===== config.mk =====
export PLATFORM = sky130hd
export DESIGN_NAME = sprom_resp
export DESIGN_NICKNAME = d
export VERILOG_FILES = /design/src/rtl/sprom_pkg.sv /design/src/rtl/sprom_host.sv /design/src/rtl/sprom_store.sv /design/src/rtl/sprom_seq.sv /design/src/rtl/sprom_resp.sv
export SDC_FILE = /design/constraint.sdc
export NUM_CORES = 1
export LEC_CHECK = 0
export BUFFER_PORTS_ARGS = -buffer_cell sky130_fd_sc_hd__buf_2
export CORE_MARGIN = 1.5
export CORE_UTILIZATION = 48
export DETAILED_ROUTE_END_ITERATION = 10
export PLACE_DENSITY = 0.92
export SLEW_MARGIN = 30
export SYNTH_ARGS = -nofsm -noshare
export SYNTH_HDL_FRONTEND = slang
export SYNTH_SLANG_ARGS = --single-unit
export TNS_END_PERCENT = 100

===== constraint.sdc =====
create_clock -name clk_i -period 2.5 [get_ports clk_i]
set_clock_uncertainty 0.2 [all_clocks]
set_input_delay 0.375 -clock clk_i [delete_from_list [all_inputs] [get_ports clk_i]]
set_output_delay 0.375 -clock clk_i [all_outputs]
set_load 0.02 [all_outputs]

===== src/rtl/sprom_pkg.sv =====
package sprom_pkg;
  // control word bit positions
  localparam int unsigned CB_SCLK = 0;
  localparam int unsigned CB_CSEL = 1;
  localparam int unsigned CB_SDI  = 2;
  localparam int unsigned CB_SDO  = 3;
  localparam int unsigned CB_REQ  = 4;
  localparam int unsigned CB_GNT  = 5;

  localparam logic [7:0] OPC_READ = 8'h03;
  localparam logic [7:0] OPC_STAT = 8'h05;

  typedef enum logic [2:0] {
    PH_OP   = 3'd0,
    PH_ADDR = 3'd1,
    PH_DATA = 3'd2,
    PH_STAT = 3'd3,
    PH_BAD  = 3'd4
  } phase_e;
endpackage


===== src/rtl/sprom_host.sv =====
module sprom_host
  import sprom_pkg::*;
#(
  parameter int unsigned HOST_W = 32,
  parameter int unsigned HOST_AW = 8,
  parameter logic [HOST_AW-1:0] CTRL_ADDR = 8'h20
) (
  input  logic               clk_i,
  input  logic               rst_ni,
  input  logic               wr_en_i,
  input  logic               rd_en_i,
  input  logic [HOST_AW-1:0] addr_i,
  input  logic [HOST_W-1:0]  wdata_i,
  input  logic               sdo_i,
  output logic               step_o,
  output logic               sdi_o,
  output logic               gnt_o,
  output logic [HOST_W-1:0]  rdata_o
);
  logic wr_hit, rd_hit;
  logic sclk_q, csel_q, sdi_q, req_q, gnt_q;
  logic [HOST_W-1:0] view, rdata_q;
  logic unused_bits;

  assign wr_hit = wr_en_i && (addr_i == CTRL_ADDR);
  assign rd_hit = rd_en_i && (addr_i == CTRL_ADDR);

  always_ff @(posedge clk_i or negedge rst_ni) begin
    if (!rst_ni) begin
      sclk_q <= 1'b0;
      csel_q <= 1'b0;
      sdi_q  <= 1'b0;
      req_q  <= 1'b0;
      gnt_q  <= 1'b0;
    end else if (wr_hit) begin
      sclk_q <= wdata_i[CB_SCLK];
      csel_q <= wdata_i[CB_CSEL];
      sdi_q  <= wdata_i[CB_SDI];
      req_q  <= wdata_i[CB_REQ];
      gnt_q  <= wdata_i[CB_REQ];
    end
  end

  always_comb begin
    view          = '0;
    view[CB_SCLK] = sclk_q;
    view[CB_CSEL] = csel_q;
    view[CB_SDI]  = sdi_q;
    view[CB_SDO]  = sdo_i;
    view[CB_REQ]  = req_q;
    view[CB_GNT]  = gnt_q;
  end

  always_ff @(posedge clk_i or negedge rst_ni) begin
    if (!rst_ni) rdata_q <= '0;
    else         rdata_q <= rd_hit ? view : '0;
  end

  // rising serial clock: decided against the stored bit, sampled with this write
  assign step_o  = wr_hit && wdata_i[CB_SCLK] && !sclk_q;
  assign sdi_o   = wdata_i[CB_SDI];
  assign gnt_o   = gnt_q;
  assign rdata_o = rdata_q;

  assign unused_bits = ^{wdata_i[HOST_W-1:CB_GNT], wdata_i[CB_SDO]};
endmodule


===== src/rtl/sprom_store.sv =====
module sprom_store #(
  parameter int unsigned DATA_W = 16,
  parameter int unsigned WORDS = 64,
  parameter int unsigned IDX_W = 7,
  parameter logic [DATA_W-1:0] PRESET = 16'hBABA
) (
  input  logic [IDX_W-1:0]  idx_i,
  output logic [DATA_W-1:0] word_o
);
  localparam int unsigned SEL_W = $clog2(WORDS);

  logic [DATA_W-1:0] mem [WORDS];

  for (genvar g = 0; g < WORDS; g++) begin : g_word
    if (g == 0) begin : g_pre
      assign mem[g] = PRESET;
    end else begin : g_zero
      assign mem[g] = '0;
    end
  end

  always_comb begin
    if (idx_i < IDX_W'(WORDS)) word_o = mem[idx_i[SEL_W-1:0]];
    else                       word_o = '0;
  end
endmodule


===== src/rtl/sprom_seq.sv =====
module sprom_seq
  import sprom_pkg::*;
#(
  parameter int unsigned DATA_W = 16,
  parameter int unsigned WORDS = 64,
  parameter int unsigned OP_W = 8,
  parameter int unsigned ADR_W = 8,
  parameter int unsigned STS_BITS = 8,
  parameter logic [OP_W-1:0] OPC_RD = OPC_READ,
  parameter logic [OP_W-1:0] OPC_ST = OPC_STAT
) (
  input  logic                clk_i,
  input  logic                rst_ni,
  input  logic                step_i,
  input  logic                sdi_i,
  input  logic [DATA_W-1:0]   word_i,
  output logic [ADR_W-2:0]    idx_o,
  output logic                sdo_o,
  output phase_e              phase_o,
  output logic                err_o
);
  localparam int unsigned IDX_W = ADR_W - 1;
  localparam int unsigned CNT_W = $clog2(DATA_W + 1);
  localparam int unsigned BIT_W = $clog2(DATA_W);

  phase_e phase_q, phase_d;
  logic [CNT_W-1:0] cnt_q, cnt_d;
  logic [OP_W-2:0]  op_q, op_d;
  logic [ADR_W-1:0] adr_q, adr_d;
  logic oor_q, oor_d, sdo_q, sdo_d, err_q, err_d;

  logic [OP_W-1:0]  op_full;
  logic [ADR_W-1:0] adr_full;
  logic [BIT_W-1:0] bsel;
  logic last_op, last_adr, last_dat, last_sts;

  assign op_full  = {op_q, sdi_i};
  assign adr_full = {adr_q[ADR_W-2:0], sdi_i};
  assign bsel     = BIT_W'(DATA_W - 1) - cnt_q[BIT_W-1:0];
  assign last_op  = (cnt_q == CNT_W'(OP_W - 1));
  assign last_adr = (cnt_q == CNT_W'(ADR_W - 1));
  assign last_dat = (cnt_q == CNT_W'(DATA_W - 1));
  assign last_sts = (cnt_q == CNT_W'(STS_BITS - 1));

  always_comb begin
    phase_d = phase_q;
    cnt_d   = cnt_q;
    op_d    = op_q;
    adr_d   = adr_q;
    oor_d   = oor_q;
    sdo_d   = sdo_q;
    err_d   = err_q;
    if (step_i) begin
      unique case (phase_q)
        PH_OP: begin
          op_d = op_full[OP_W-2:0];
          if (last_op) begin
            cnt_d = '0;
            op_d  = '0;
            if (op_full == OPC_RD)      phase_d = PH_ADDR;
            else if (op_full == OPC_ST) phase_d = PH_STAT;
            else begin
              phase_d = PH_BAD;
              err_d   = 1'b1;
            end
          end else begin
            cnt_d = cnt_q + 1'b1;
          end
        end
        PH_ADDR: begin
          adr_d = adr_full;
          if (last_adr) begin
            cnt_d   = '0;
            phase_d = PH_DATA;
            if (adr_full[ADR_W-1:1] >= IDX_W'(WORDS)) begin
              oor_d = 1'b1;
              err_d = 1'b1;
            end
          end else begin
            cnt_d = cnt_q + 1'b1;
          end
        end
        PH_DATA: begin
          sdo_d = oor_q ? 1'b0 : word_i[bsel];
          if (last_dat) begin
            phase_d = PH_OP;
            cnt_d   = '0;
            adr_d   = '0;
            oor_d   = 1'b0;
          end else begin
            cnt_d = cnt_q + 1'b1;
          end
        end
        PH_STAT: begin
          sdo_d = 1'b0;
          if (last_sts) begin
            phase_d = PH_OP;
            cnt_d   = '0;
          end else begin
            cnt_d = cnt_q + 1'b1;
          end
        end
        PH_BAD: err_d = 1'b1;
        default: begin
          phase_d = PH_BAD;
          err_d   = 1'b1;
        end
      endcase
    end
  end

  always_ff @(posedge clk_i or negedge rst_ni) begin
    if (!rst_ni) begin
      phase_q <= PH_OP;
      cnt_q   <= '0;
      op_q    <= '0;
      adr_q   <= '0;
      oor_q   <= 1'b0;
      sdo_q   <= 1'b0;
      err_q   <= 1'b0;
    end else begin
      phase_q <= phase_d;
      cnt_q   <= cnt_d;
      op_q    <= op_d;
      adr_q   <= adr_d;
      oor_q   <= oor_d;
      sdo_q   <= sdo_d;
      err_q   <= err_d;
    end
  end

  assign idx_o   = adr_q[ADR_W-1:1];
  assign sdo_o   = sdo_q;
  assign phase_o = phase_q;
  assign err_o   = err_q;
endmodule


===== src/rtl/sprom_resp.sv =====
module sprom_resp
  import sprom_pkg::*;
#(
  parameter int unsigned HOST_W = 32,
  parameter int unsigned HOST_AW = 8,
  parameter logic [HOST_AW-1:0] CTRL_ADDR = 8'h20,
  parameter int unsigned DATA_W = 16,
  parameter int unsigned WORDS = 64,
  parameter int unsigned OP_W = 8,
  parameter int unsigned ADR_W = 8,
  parameter int unsigned STS_BITS = 8,
  parameter logic [DATA_W-1:0] PRESET = 16'hBABA
) (
  input  logic               clk_i,
  input  logic               rst_ni,
  input  logic               wr_en_i,
  input  logic               rd_en_i,
  input  logic [HOST_AW-1:0] addr_i,
  input  logic [HOST_W-1:0]  wdata_i,
  output logic [HOST_W-1:0]  rdata_o,
  output logic               err_o
);
  localparam int unsigned IDX_W = ADR_W - 1;

  logic step_w, sdi_w, sdo_w, gnt_w;
  logic [IDX_W-1:0]  idx_w;
  logic [DATA_W-1:0] word_w;
  phase_e phase_w;

  sprom_host #(
    .HOST_W(HOST_W), .HOST_AW(HOST_AW), .CTRL_ADDR(CTRL_ADDR)
  ) u_host (
    .clk_i(clk_i), .rst_ni(rst_ni), .wr_en_i(wr_en_i), .rd_en_i(rd_en_i),
    .addr_i(addr_i), .wdata_i(wdata_i), .sdo_i(sdo_w), .step_o(step_w),
    .sdi_o(sdi_w), .gnt_o(gnt_w), .rdata_o(rdata_o)
  );

  sprom_seq #(
    .DATA_W(DATA_W), .WORDS(WORDS), .OP_W(OP_W), .ADR_W(ADR_W),
    .STS_BITS(STS_BITS), .OPC_RD(OP_W'(OPC_READ)), .OPC_ST(OP_W'(OPC_STAT))
  ) u_seq (
    .clk_i(clk_i), .rst_ni(rst_ni), .step_i(step_w), .sdi_i(sdi_w),
    .word_i(word_w), .idx_o(idx_w), .sdo_o(sdo_w), .phase_o(phase_w),
    .err_o(err_o)
  );

  sprom_store #(
    .DATA_W(DATA_W), .WORDS(WORDS), .IDX_W(IDX_W), .PRESET(PRESET)
  ) u_store (
    .idx_i(idx_w), .word_o(word_w)
  );
endmodule


==> metrics.cfg <==
[status]
status=finished, final reports clean

[synth]
synth.distinct_cells=48
synth_area_um2=1890
synth_adder_area_share=0.0198
yosys-top-cells-area=dfrtp_1 (46%), buf_4 (11%), a22o_1 (3.7%), o21ai_0 (2.9%), o21ai_1 (2.4%)
synth-async-reset-ratio=1.00
yosysMostFrequentCell=dfrtp_1
synth_warnings=0
synth_xor_xnor_area_share=0.00463
yosysTopAreaCell=dfrtp_1
synthTopCellsByCount=dfrtp_1 (35), buf_4 (27), nand2_1 (12)
synth_area_per_cell_um2=10.2
yosysSeqAreaShare=0.463
synth_compound_area_frac=0.147
yosys.area_share.simple=0.183
synthFlopType=dfrtp_1
synth_top_family_by_area=simple AND/OR/NAND/NOR gates
synth_mux_area_frac=0.0337
synth-edff-count=0
synth.top_cell.area_share=0.463
syn-instance-count=186
synth_seq_cells=35

[placement]
io_buffers=22
place.gp.congestion=0.783
place_area_um2=1950
dpl.hpwl_mm=2.45

[drt]
ant_nets=0
drc=0
vias=1350
drt_pass1_iterations=4
drt_iter0_markers=59
post_drt_wl_per_cell_um=12.7
wl_mm=3.32
viasPerCell=5.17

[critical_path]
critPathCaptureType=flip-flop
slowest_delay_ns=0.40
cp.buffers_inverters=1
worst_path_max_delay_cell=dfrtp_1
critPathTopFamily=adder cells
cp_max_fo=8
cp_data_arrival_time_ns=2.11
required_ns=2.49
cp_cell_sequence=ha_1, nand3_1, inv_1, ha_1, nand2_1, mux2i_1, nand2_1, a22o_1
crit_type=flip-flop to flip-flop
setup.worst_path.start_class=flip-flop

[floorplanning]
die_area_um2=4330
start_util=0.509
die_y_um=65.8
ios=77
rows=22
core-area_um2=3720
die_w_um=65.8

[cts]
clk_latency_ns=0.30
cts_buffer_depth=2
cts-root-buf=clkbuf_8
cts_sinks=35
clk_pin_slew_worst_paths_ns=0.07
h-tree-depth=2
cts_tree=built
cts_buffers=5
cts_setup_buffers=0

[sta]
setup_viol=0
rsz0062_at_grt=no
tightest_slew_ns=0.747
period_needed_ns=2.12
slew-limit-headroom=0.502
hold_viol=0
fin_hold_ws_ns=0.112
fin_crit_sh=0.848
slew_violations=0
max_freq_ghz=0.472
tns_ns=0

[layout]
nets=259
n_fill_cell=329
seq_area_um2=876
antenna_cells=0
stdcell_area_um2=2080
syn2layout_area_growth_pct=9.72
drive_above_1_share=0.197
multi_input_area_um2=833

[global_routing]
antenna_found_initial=0
grt_max_degree=36
grt_pass1_vias=1273
grt_pass1_wl_mm=5.75
grt_overflow=0
grt_usage=0.179

[power_and_ir_drop]
power.density_nw_per_um2=568
ir_drop_uv=287
finalPower_mw=1.18
p_clk_frac=0.435
combPwrFrac=0.076
p_sw_uw=288
internal_power_uw=892
swShare=0.244
pwr-share-seq=0.489
total_leakage_power_nw=1.05

[run]
maxCapViolations=0

[worst_hold_path]
hold_path_class=primary input to flip-flop

==> power by group through the flow <==
stage	Clock [mW]	Sequential (mW)	Combinational [mW]
2_1_floorplan	0	0.587	0.0882
3_3_place_gp	0	0.587	0.0868
3_5_place_dp	0	0.588	0.0895
4_1_cts	0.526	0.577	0.0906
5_1_grt	0.548	0.577	0.101
6_report	0.513	0.577	0.0902
==> cells in the final DEF (no fill, tap or decap), types with 4 or more instances in the layout <==
cell type	count
a22o_1	8
a31oi_1	4
and2_1	5
buf_2	22
buf_4	5
clkbuf_8	5
conb_1	26
dfrtp_1	35
inv_1	10
nand2_1	12
nand2b_1	4
nor3_1	4
o21ai_0	11
o21ai_1	9
==> routing by layer <==
layer | up-vias | global-route usage | part of all wire | wire length [um]
met5 | - | 0 | 0 | 0
met3 | 8 | 0.0562 | 0.054 | 178
li1 | 658 | - | - | -
met4 | 0 | 0.0807 | 0.021 | 71
met2 | 40 | 0.289 | 0.49 | 1620
met1 | 644 | 0.217 | 0.44 | 1450
==> cell families after synthesis <==
| kind of cell | Yosys count |
|---|---|
| AO/OA/AOI/OAI | 43 |
| XOR/XNOR | 1 |
| AND/OR/NAND/NOR | 53 |
| buffers and inverters | 44 |
| other | 1 |
| multiplexers | 6 |
| adder cells (fa/ha/maj) | 3 |
| flip-flops | 35 |
==> repair_timing <==
action                    CTS  global route
hold buffers                1             0
hold endpoints to repair   35             0
resized for setup           0             0
==> layout make-up <==
cell class	instances	share of cell area
clock buffers	5	0.0331
flip-flops and latches	35	0.422
well taps	48	0.0289
repair buffers	28	0.0759
multi-input cells	132	0.401
inverters	10	0.0181
clock inverters	3	0.0211
==> state kept, by name (all words and copies together) (netlist names) <==
name            count
u_seq.sdo_o         1
u_seq.err_o         1
u_host.req_q        1
u_host.csel_q       1
u_host.rdata_o      5
u_seq.cnt_q         5
u_seq.op_q          7
u_seq.adr_q         8
u_seq.phase_o       3
u_host.sclk_q       1
u_host.sdi_q        1
u_seq.oor_q         1
==> worst register-to-register path, cell delays in order, from the launching register on <==
cell	delay, ns
dfrtp_1	0.40
ha_1	0.27
nand3_1	0.14
inv_1	0.08
ha_1	0.17
nand2_1	0.08
mux2i_1	0.19
nand2_1	0.21
a22o_1	0.28
==> path summary, 6_finish.rpt <==
kind / depth (start not counted) / endpoint / startpoint / slack (ns)
min reg2reg: 1 / u_host.rdata_o[1]$_DFF_PN0_ / u_host.csel_q$_DFFE_PN0P_ / 0.27
max in group asynchronous: 2 / u_seq.cnt_q[4]$_DFFE_PN0P_ / rst_ni / 1.15
max reg2reg: 8 / u_seq.adr_q[5]$_DFFE_PN0P_ / u_seq.cnt_q[0]$_DFFE_PN0P_ / 0.38
min in group asynchronous: 2 / u_seq.sdo_o$_DFFE_PN0P_ / rst_ni / 0.47
max: 8 / u_seq.adr_q[5]$_DFFE_PN0P_ / u_seq.cnt_q[0]$_DFFE_PN0P_ / 0.38
min: 2 / u_host.csel_q$_DFFE_PN0P_ / wdata_i[1] / 0.11
==> through the flow <==
| stage | instances | setup slack [ns] | util |
|---|---|---|---|
| 6_report | 261 | 0.379 | 0.559 |
| 5_1_grt | 261 | 0.178 | 0.559 |
| 4_1_cts | 261 | 0.368 | 0.559 |
| 3_5_place_dp | 252 | 0.370 | 0.526 |
| 3_3_place_gp | 252 | 0.385 | 0.526 |
| 2_1_floorplan | 211 | 0.563 | - |
Power figures use the tool's default switching activity.
